## src/rtl/adc_grp_pkg.sv

```systemverilog
package adc_grp_pkg;
    localparam int RES_W  = 12;
    localparam int ID_W   = 5;
    localparam int FIFO_W = 16;
    localparam int RAM_W  = ID_W + RES_W;

    typedef struct packed {
        logic [ID_W-1:0]  id;
        logic [RES_W-1:0] res;
    } res_entry_t;

    typedef enum logic [1:0] {
        FMT_FULL  = 2'd0,
        FMT_TEN   = 2'd1,
        FMT_EIGHT = 2'd2,
        FMT_RSVD  = 2'd3
    } rd_fmt_e;
endpackage

```

## src/rtl/grp_trig_ctrl.sv

```systemverilog
module grp_trig_ctrl #(
    parameter int SEL_W = 16
) (
    input  logic             clk,
    input  logic             rst_n,
    input  logic             sel_we,
    input  logic [SEL_W-1:0] sel_wdata,
    input  logic             cfg_hw_trig,
    input  logic             cfg_keep_on_sel,
    input  logic             hw_trig,
    input  logic             done_evt,
    output logic [SEL_W-1:0] sel_val,
    output logic             active,
    output logic             start,
    output logic             clr_ram
);
    typedef struct packed {
        logic [SEL_W-1:0] sel;
        logic             active;
        logic             start;
    } trig_st_t;

    trig_st_t st_d, st_q;
    logic     nz_write;
    logic     start_c;

    always_comb begin
        nz_write = sel_we && (|sel_wdata);
        clr_ram  = nz_write && (!cfg_keep_on_sel || st_q.active);
        if (cfg_hw_trig) begin
            start_c = hw_trig && (|st_q.sel) && !st_q.active;
        end else begin
            start_c = nz_write;
        end

        st_d       = st_q;
        st_d.start = start_c;
        if (sel_we) begin
            st_d.sel = sel_wdata;
        end
        if (start_c) begin
            st_d.active = 1'b1;
        end else if (done_evt) begin
            st_d.active = 1'b0;
        end
    end

    always_ff @(posedge clk) begin
        if (!rst_n) begin
            st_q <= '0;
        end else begin
            st_q <= st_d;
        end
    end

    assign sel_val = st_q.sel;
    assign active  = st_q.active;
    assign start   = st_q.start;
endmodule

```

## src/rtl/grp_res_store.sv

```systemverilog
module grp_res_store
    import adc_grp_pkg::*;
#(
    parameter int DEPTH = 16,
    localparam int AW = $clog2(DEPTH),
    localparam int PW = $clog2(DEPTH + 1)
) (
    input  logic          clk,
    input  logic          rst_n,
    input  logic          clr,
    input  logic          wr_en,
    input  res_entry_t    wr_entry,
    input  logic          rd_en,
    input  logic          cfg_wrap,
    input  logic          ovr_clr,
    input  logic [AW-1:0] raddr,
    output res_entry_t    head,
    output logic          empty,
    output logic          ovr,
    output res_entry_t    dir_entry
);
    localparam logic [PW-1:0] FULL_CNT = PW'(DEPTH);
    localparam logic [PW-1:0] ONE      = PW'(1);

    typedef struct packed {
        res_entry_t [DEPTH-1:0] mem;
        logic [PW-1:0]          wp;
        logic [PW-1:0]          rp;
        logic                   ovr;
    } store_st_t;

    store_st_t st_d, st_q;
    logic      full;
    logic      is_empty;

    always_comb begin
        full     = (st_q.wp == FULL_CNT);
        is_empty = (st_q.rp == st_q.wp);
        st_d     = st_q;

        if (ovr_clr) begin
            st_d.ovr = 1'b0;
        end

        if (clr) begin
            st_d.mem = '0;
            st_d.wp  = '0;
            st_d.rp  = '0;
        end else begin
            if (rd_en && !is_empty) begin
                st_d.rp = st_q.rp + ONE;
            end
            if (wr_en) begin
                if (!full) begin
                    st_d.mem[st_q.wp[AW-1:0]] = wr_entry;
                    st_d.wp = st_q.wp + ONE;
                end else begin
                    st_d.ovr = 1'b1;
                    if (cfg_wrap) begin
                        st_d.mem[0] = wr_entry;
                        st_d.wp     = ONE;
                        st_d.rp     = '0;
                    end
                end
            end
            if ((st_d.wp == FULL_CNT) && (st_d.rp == FULL_CNT)) begin
                st_d.wp = '0;
                st_d.rp = '0;
            end
        end
    end

    always_ff @(posedge clk) begin
        if (!rst_n) begin
            st_q <= '0;
        end else begin
            st_q <= st_d;
        end
    end

    assign head      = st_q.mem[st_q.rp[AW-1:0]];
    assign empty     = is_empty;
    assign ovr       = st_q.ovr;
    assign dir_entry = st_q.mem[raddr];
endmodule

```

## src/rtl/grp_rd_fmt.sv

```systemverilog
module grp_rd_fmt
    import adc_grp_pkg::*;
(
    input  res_entry_t        entry,
    input  logic              empty,
    input  logic [1:0]        fmt,
    input  logic              id_en,
    output logic [FIFO_W-1:0] word
);
    logic [ID_W-1:0] id_fld;

    always_comb begin
        id_fld = id_en ? entry.id : '0;
        if (empty) begin
            word = '0;
        end else begin
            case (rd_fmt_e'(fmt))
                FMT_TEN:   word = {1'b0, id_fld, entry.res[RES_W-1:2]};
                FMT_EIGHT: word = {1'b0, id_fld, 2'b00, entry.res[RES_W-1:4]};
                default:   word = {{(FIFO_W-RES_W){1'b0}}, entry.res};
            endcase
        end
    end
endmodule

```

## src/rtl/adc_grp_resbuf.sv

```systemverilog
module adc_grp_resbuf
    import adc_grp_pkg::*;
#(
    parameter int DEPTH = 16,
    parameter int SEL_W = 16,
    localparam int AW = $clog2(DEPTH)
) (
    input  logic              clk,
    input  logic              rst_n,
    input  logic              cfg_hw_trig,
    input  logic              cfg_keep_on_sel,
    input  logic              cfg_wrap,
    input  logic [1:0]        cfg_fmt,
    input  logic              cfg_id_en,
    input  logic              sel_we,
    input  logic [SEL_W-1:0]  sel_wdata,
    input  logic              hw_trig,
    input  logic              cnv_valid,
    input  logic              cnv_last,
    input  logic [RES_W-1:0]  cnv_res,
    input  logic [ID_W-1:0]   cnv_chid,
    input  logic              fifo_rd,
    input  logic              ovr_clr,
    input  logic [AW-1:0]     ram_addr,
    output logic [SEL_W-1:0]  grp_sel,
    output logic              grp_start,
    output logic              grp_active,
    output logic [FIFO_W-1:0] fifo_rdata,
    output logic              fifo_empty,
    output logic [RAM_W-1:0]  ram_rdata,
    output logic              ovr_flag
);
    logic       clr_ram;
    res_entry_t wr_entry;
    res_entry_t head;
    res_entry_t dir_entry;

    assign wr_entry = '{id: cnv_chid, res: cnv_res};

    grp_trig_ctrl #(.SEL_W(SEL_W)) u_trig (
        .clk             (clk),
        .rst_n           (rst_n),
        .sel_we          (sel_we),
        .sel_wdata       (sel_wdata),
        .cfg_hw_trig     (cfg_hw_trig),
        .cfg_keep_on_sel (cfg_keep_on_sel),
        .hw_trig         (hw_trig),
        .done_evt        (cnv_valid && cnv_last),
        .sel_val         (grp_sel),
        .active          (grp_active),
        .start           (grp_start),
        .clr_ram         (clr_ram)
    );

    grp_res_store #(.DEPTH(DEPTH)) u_store (
        .clk       (clk),
        .rst_n     (rst_n),
        .clr       (clr_ram),
        .wr_en     (cnv_valid),
        .wr_entry  (wr_entry),
        .rd_en     (fifo_rd),
        .cfg_wrap  (cfg_wrap),
        .ovr_clr   (ovr_clr),
        .raddr     (ram_addr),
        .head      (head),
        .empty     (fifo_empty),
        .ovr       (ovr_flag),
        .dir_entry (dir_entry)
    );

    grp_rd_fmt u_fmt (
        .entry (head),
        .empty (fifo_empty),
        .fmt   (cfg_fmt),
        .id_en (cfg_id_en),
        .word  (fifo_rdata)
    );

    assign ram_rdata = dir_entry;
endmodule

```

## config.mk

```make
export PLATFORM = sky130hd
export DESIGN_NAME = adc_grp_resbuf
export DESIGN_NICKNAME = d
export VERILOG_FILES = /design/src/rtl/adc_grp_pkg.sv /design/src/rtl/grp_trig_ctrl.sv /design/src/rtl/grp_res_store.sv /design/src/rtl/grp_rd_fmt.sv /design/src/rtl/adc_grp_resbuf.sv
export SDC_FILE = /design/constraint.sdc
export NUM_CORES = 1
export LEC_CHECK = 0
export BUFFER_PORTS_ARGS = -buffer_cell sky130_fd_sc_hd__clkbuf_2
export CAP_MARGIN = 10
export CORE_MARGIN = 1
export CORE_UTILIZATION = 60
export CTS_CLUSTER_DIAMETER = 150
export CTS_CLUSTER_SIZE = 12
export DETAILED_ROUTE_END_ITERATION = 7
export PLACE_DENSITY = 0.76
export SLEW_MARGIN = 10
export SYNTH_ARGS = -nofsm -noshare
export SYNTH_HDL_FRONTEND = slang
export SYNTH_SLANG_ARGS = --single-unit
```

## constraint.sdc

```tcl
create_clock -name clk -period 2.6 [get_ports clk]
set_input_delay 0.26 -clock clk [delete_from_list [all_inputs] [get_ports clk]]
set_output_delay 0.26 -clock clk [all_outputs]
set_load 0.01 [all_outputs]
```

==> impl_metrics.json <==
{
  "r2r_start": "u_store.st_q[6]$_SDFF_PP0_",
  "min_period_ps": 2900,
  "synth_top_area_frac": 0.409,
  "vias": 12000,
  "area_growth_pct": 18.6,
  "tns_ps": -3960,
  "utilization": 0.736,
  "synth_top_cell_by_area": "dfxtp_1",
  "drc": 0,
  "async_reset_ff_frac": 0,
  "worstRegToRegCells": 8,
  "yosys_most_used_dff": "dfxtp_1",
  "avgRoutedWirePerCell_um": 29.4,
  "ys_seq_area_frac": 0.409,
  "first_pass_iters": 5,
  "max_slew_margin": 0.519,
  "clock-root-buffer": "clkbuf_16",
  "worst_slack_ps": -296,
  "synth_fp_nets": 1217,
  "synth_edf_count": 0,
  "setup_viol": 15,
  "gp_congestion": 0.871,
  "antenna_found_initial": 0,
  "crit_buf_inv": 3,
  "max_cap_viol_count": 0,
  "p_per_area_nw_per_um2": 548,
  "die-area_sq_um": 25200,
  "core_sq_um": 23800,
  "yosysWarnings": 0,
  "hold_violations": 0,
  "p_leak_nw": 6.16,
  "cts.sinks": 301,
  "drtAntennaViolNets": 0,
  "min_path_cells": 3,
  "clock.fmax_mhz": 345,
  "reg2reg_setup_slack_ps": 130,
  "synth-seq-cells": 301,
  "grt_max_degree": 39,
  "hold_path_end": "u_store.st_q[14]$_SDFFE_PP0P_",
  "violations": "setup timing",
  "tightest_slew_ps": 722,
  "hpwl_mm": 29.1,
  "ir_worst_vdd_mv": 0.473,
  "ys_types": 59,
  "worstPathRequired_ps": 2340,
  "cts_buffers": 29,
  "vias_per_cell": 7.37,
  "track_usage": 0.380,
  "instances_no_fill": 1633,
  "h-tree-depth": 1,
  "dieWidth_um": 159,
  "hold_path.class": "in -> reg",
  "grt_pass1_wl_mm": 73.2,
  "portBuffers": 102,
  "min_from": "cnv_res[3]",
  "wirelength_mm": 48.0,
  "io_pins": 104,
  "crit_arrival_ps": 2640,
  "max_stage_delay_ps": 480,
  "cp_slowest_cell": "mux4_2",
  "clock_latency_ps": 550,
  "crit_family": "compound AO/OA/AOI/OAI gates",
  "diodes": 0,
  "synth_area_leaders": "dfxtp_1 (41%), mux4_2 (24%), o2bb2ai_1 (14%)",
  "report.final.slew_viol_count": 0,
  "grt_overflow": 0,
  "startpoint_type": "flop",
  "dp_cells": 1554,
  "drtIter0Drc": 1564,
  "worstPathMaxFanout": 6,
  "die_h_um": 159,
  "finish.instance_area_sq_um": 17500,
  "cts_max_path_buffers": 3,
  "fin_worst_skew_ps": 16.1,
  "layout.nets": 1370,
  "period_share": 1.11,
  "clk_pin_slew_worst_paths_ps": 60,
  "syn_inst": 1159,
  "grt_pass1_vias": 12100,
  "path_cells": "buf_12 > clkbuf_16 > mux4_2 > nor2b_1 > a211oi_2 > a21oi_1 > a22oi_1 > nand2_1 > clkbuf_2",
  "timing.rr.end": "u_store.st_q[194]$_SDFFE_PP0P_",
  "setup.worst_path.end_class": "primary output",
  "rsz0062_at_grt": "yes",
  "rows": 56,
  "start_util": 0.620,
  "crit_type": "reg -> out",
  "placed_area_sq_um": 15900,
  "syn_area_sq_um": 14700,
  "cts_tree": "done",
  "status": "complete, but fails checks",
  "fillCellCount": 1502,
  "synth.avg_cell_area_sq_um": 12.7,
  "drive_gt1_frac": 0.372
}
==> flip-flops by register name (all words and copies together) (netlist names) <==
signal,count
u_trig.active,1
u_store.st_q,282
u_store.ovr,1
u_trig.sel_val,16
u_trig.start,1
==> synth_stat cells (all sizes together), types with 3 or more instances <==
library cell,count
a211oi,12
a21oi,16
a22oi,27
a2bb2o,13
a31oi,16
and2,4
buf,94
clkbuf,33
dfxtp,301
ha,7
inv,11
mux2i,30
mux4,158
nand2,43
nand3,15
nand4,11
nor2,35
nor2b,35
nor3,3
nor3b,3
nor4,9
o21ai,7
o2bb2ai,242
xnor2,9
==> repair_timing <==
action / 4_1_cts / 5_1_grt
pin swaps: 8 / 15
endpoints found under the setup margin: 15 / 17
setup buffers: 16 / 7
hold buffers: 21 / 0
resized for setup: 36 / 40
hold endpoints to repair: 21 / 0
cloned: 2 / 2
==> power breakdown <==
part / leakage (nW) / switching [mW] / total (mW) / internal, mW
logic: 3.36 / 0.695 / 1.18 / 0.485
clock network: 0.367 / 1.72 / 3.70 / 1.98
registers: 2.43 / 0.0435 / 4.69 / 4.65
total: 6.16 / 2.46 / 9.57 / 7.11
==> layout by cell type (no fill, tap or decap), types with 5 or more instances in the layout <==
cell type	n
nor2b_1	30
a21oi_2	11
nor2_1	33
a31oi_2	6
o2bb2ai_1	242
buf_4	96
nand4_1	11
mux2i_1	21
a31oi_4	8
a2bb2o_1	13
clkbuf_2	94
mux2i_2	5
dfxtp_1	298
nor4_1	9
buf_12	22
dlygate4sd3_1	21
a22oi_1	26
inv_1	9
buf_2	5
mux4_2	158
ha_1	7
a211oi_2	10
nand2_1	41
nand3_1	10
buf_6	6
clkbuf_16	31
a21oi_1	5
xnor2_1	9
==> worst reg2reg max path: cells and delay by family, from the launching register on <==
kind	cells	cell delay, ps
buffers and inverters	3	560
AND/OR/NAND/NOR	2	520
AO/OA/AOI/OAI	2	440
adder cells (fa/ha/maj)	1	240
flip-flops	1	590
==> final cells by class <==
type	instances	area, sq um	area share
flip-flops and latches	301	6040	0.345
inverters	11	41.3	0.00236
repair buffers	249	2040	0.117
well taps	319	399	0.0228
clock inverters	1	11.3	0.000644
multi-input cells	720	8210	0.470
clock buffers	32	737	0.0422
==> layer usage <==
layer	vias up	global-route usage	routed length, um
met5	-	0	0
met2	945	0.570	21700
met3	188	0.113	6200
met4	0	0.197	2290
met1	5928	0.498	17800
li1	4968	-	-
==> logic make-up after synthesis <==
kind of cell / after synthesis / synth area share
AO/OA/AOI/OAI: 347 / 0.207
XOR/XNOR: 11 / 0.00654
adder cells (fa/ha/maj): 7 / 0.00594
buffers and inverters: 138 / 0.0505
flip-flops: 301 / 0.409
multiplexers: 188 / 0.262
other: 1 / 0.000254
AND/OR/NAND/NOR: 166 / 0.0590
==> worst max-delay path by stage <==
stage / start / endpoint / slack [ps] / depth (start not counted)
6_report: u_store.st_q[1]$_SDFF_PP0_ / fifo_rdata[2] / -300 / 9
5_1_grt: u_store.st_q[1]$_SDFF_PP0_ / fifo_rdata[4] / -350 / 9
4_1_cts: u_store.st_q[1]$_SDFF_PP0_ / fifo_rdata[4] / -280 / 10
3_5_place_dp: u_store.st_q[2]$_SDFF_PP0_ / fifo_rdata[5] / 110 / 8
3_3_place_gp: u_store.st_q[2]$_SDFF_PP0_ / fifo_rdata[0] / 200 / 8
2_1_floorplan: u_store.st_q[6]$_SDFF_PP0_ / u_store.st_q[10]$_SDFF_PP0_ / 380 / 10
==> per-stage QoR <==
| step | hold WS, ps | setup slack, ps | power, mW |
|---|---|---|---|
| finish | 5.04 | -296 | 9.57 |
| global route | 13.9 | -351 | 9.79 |
| CTS | 1.58 | -277 | 9.49 |
| detailed placement | 463 | 107 | 5.81 |
| global placement | 455 | 200 | 5.80 |
| floorplan | 408 | 376 | 5.41 |
Note: power is estimated with default switching activity, not from simulation.
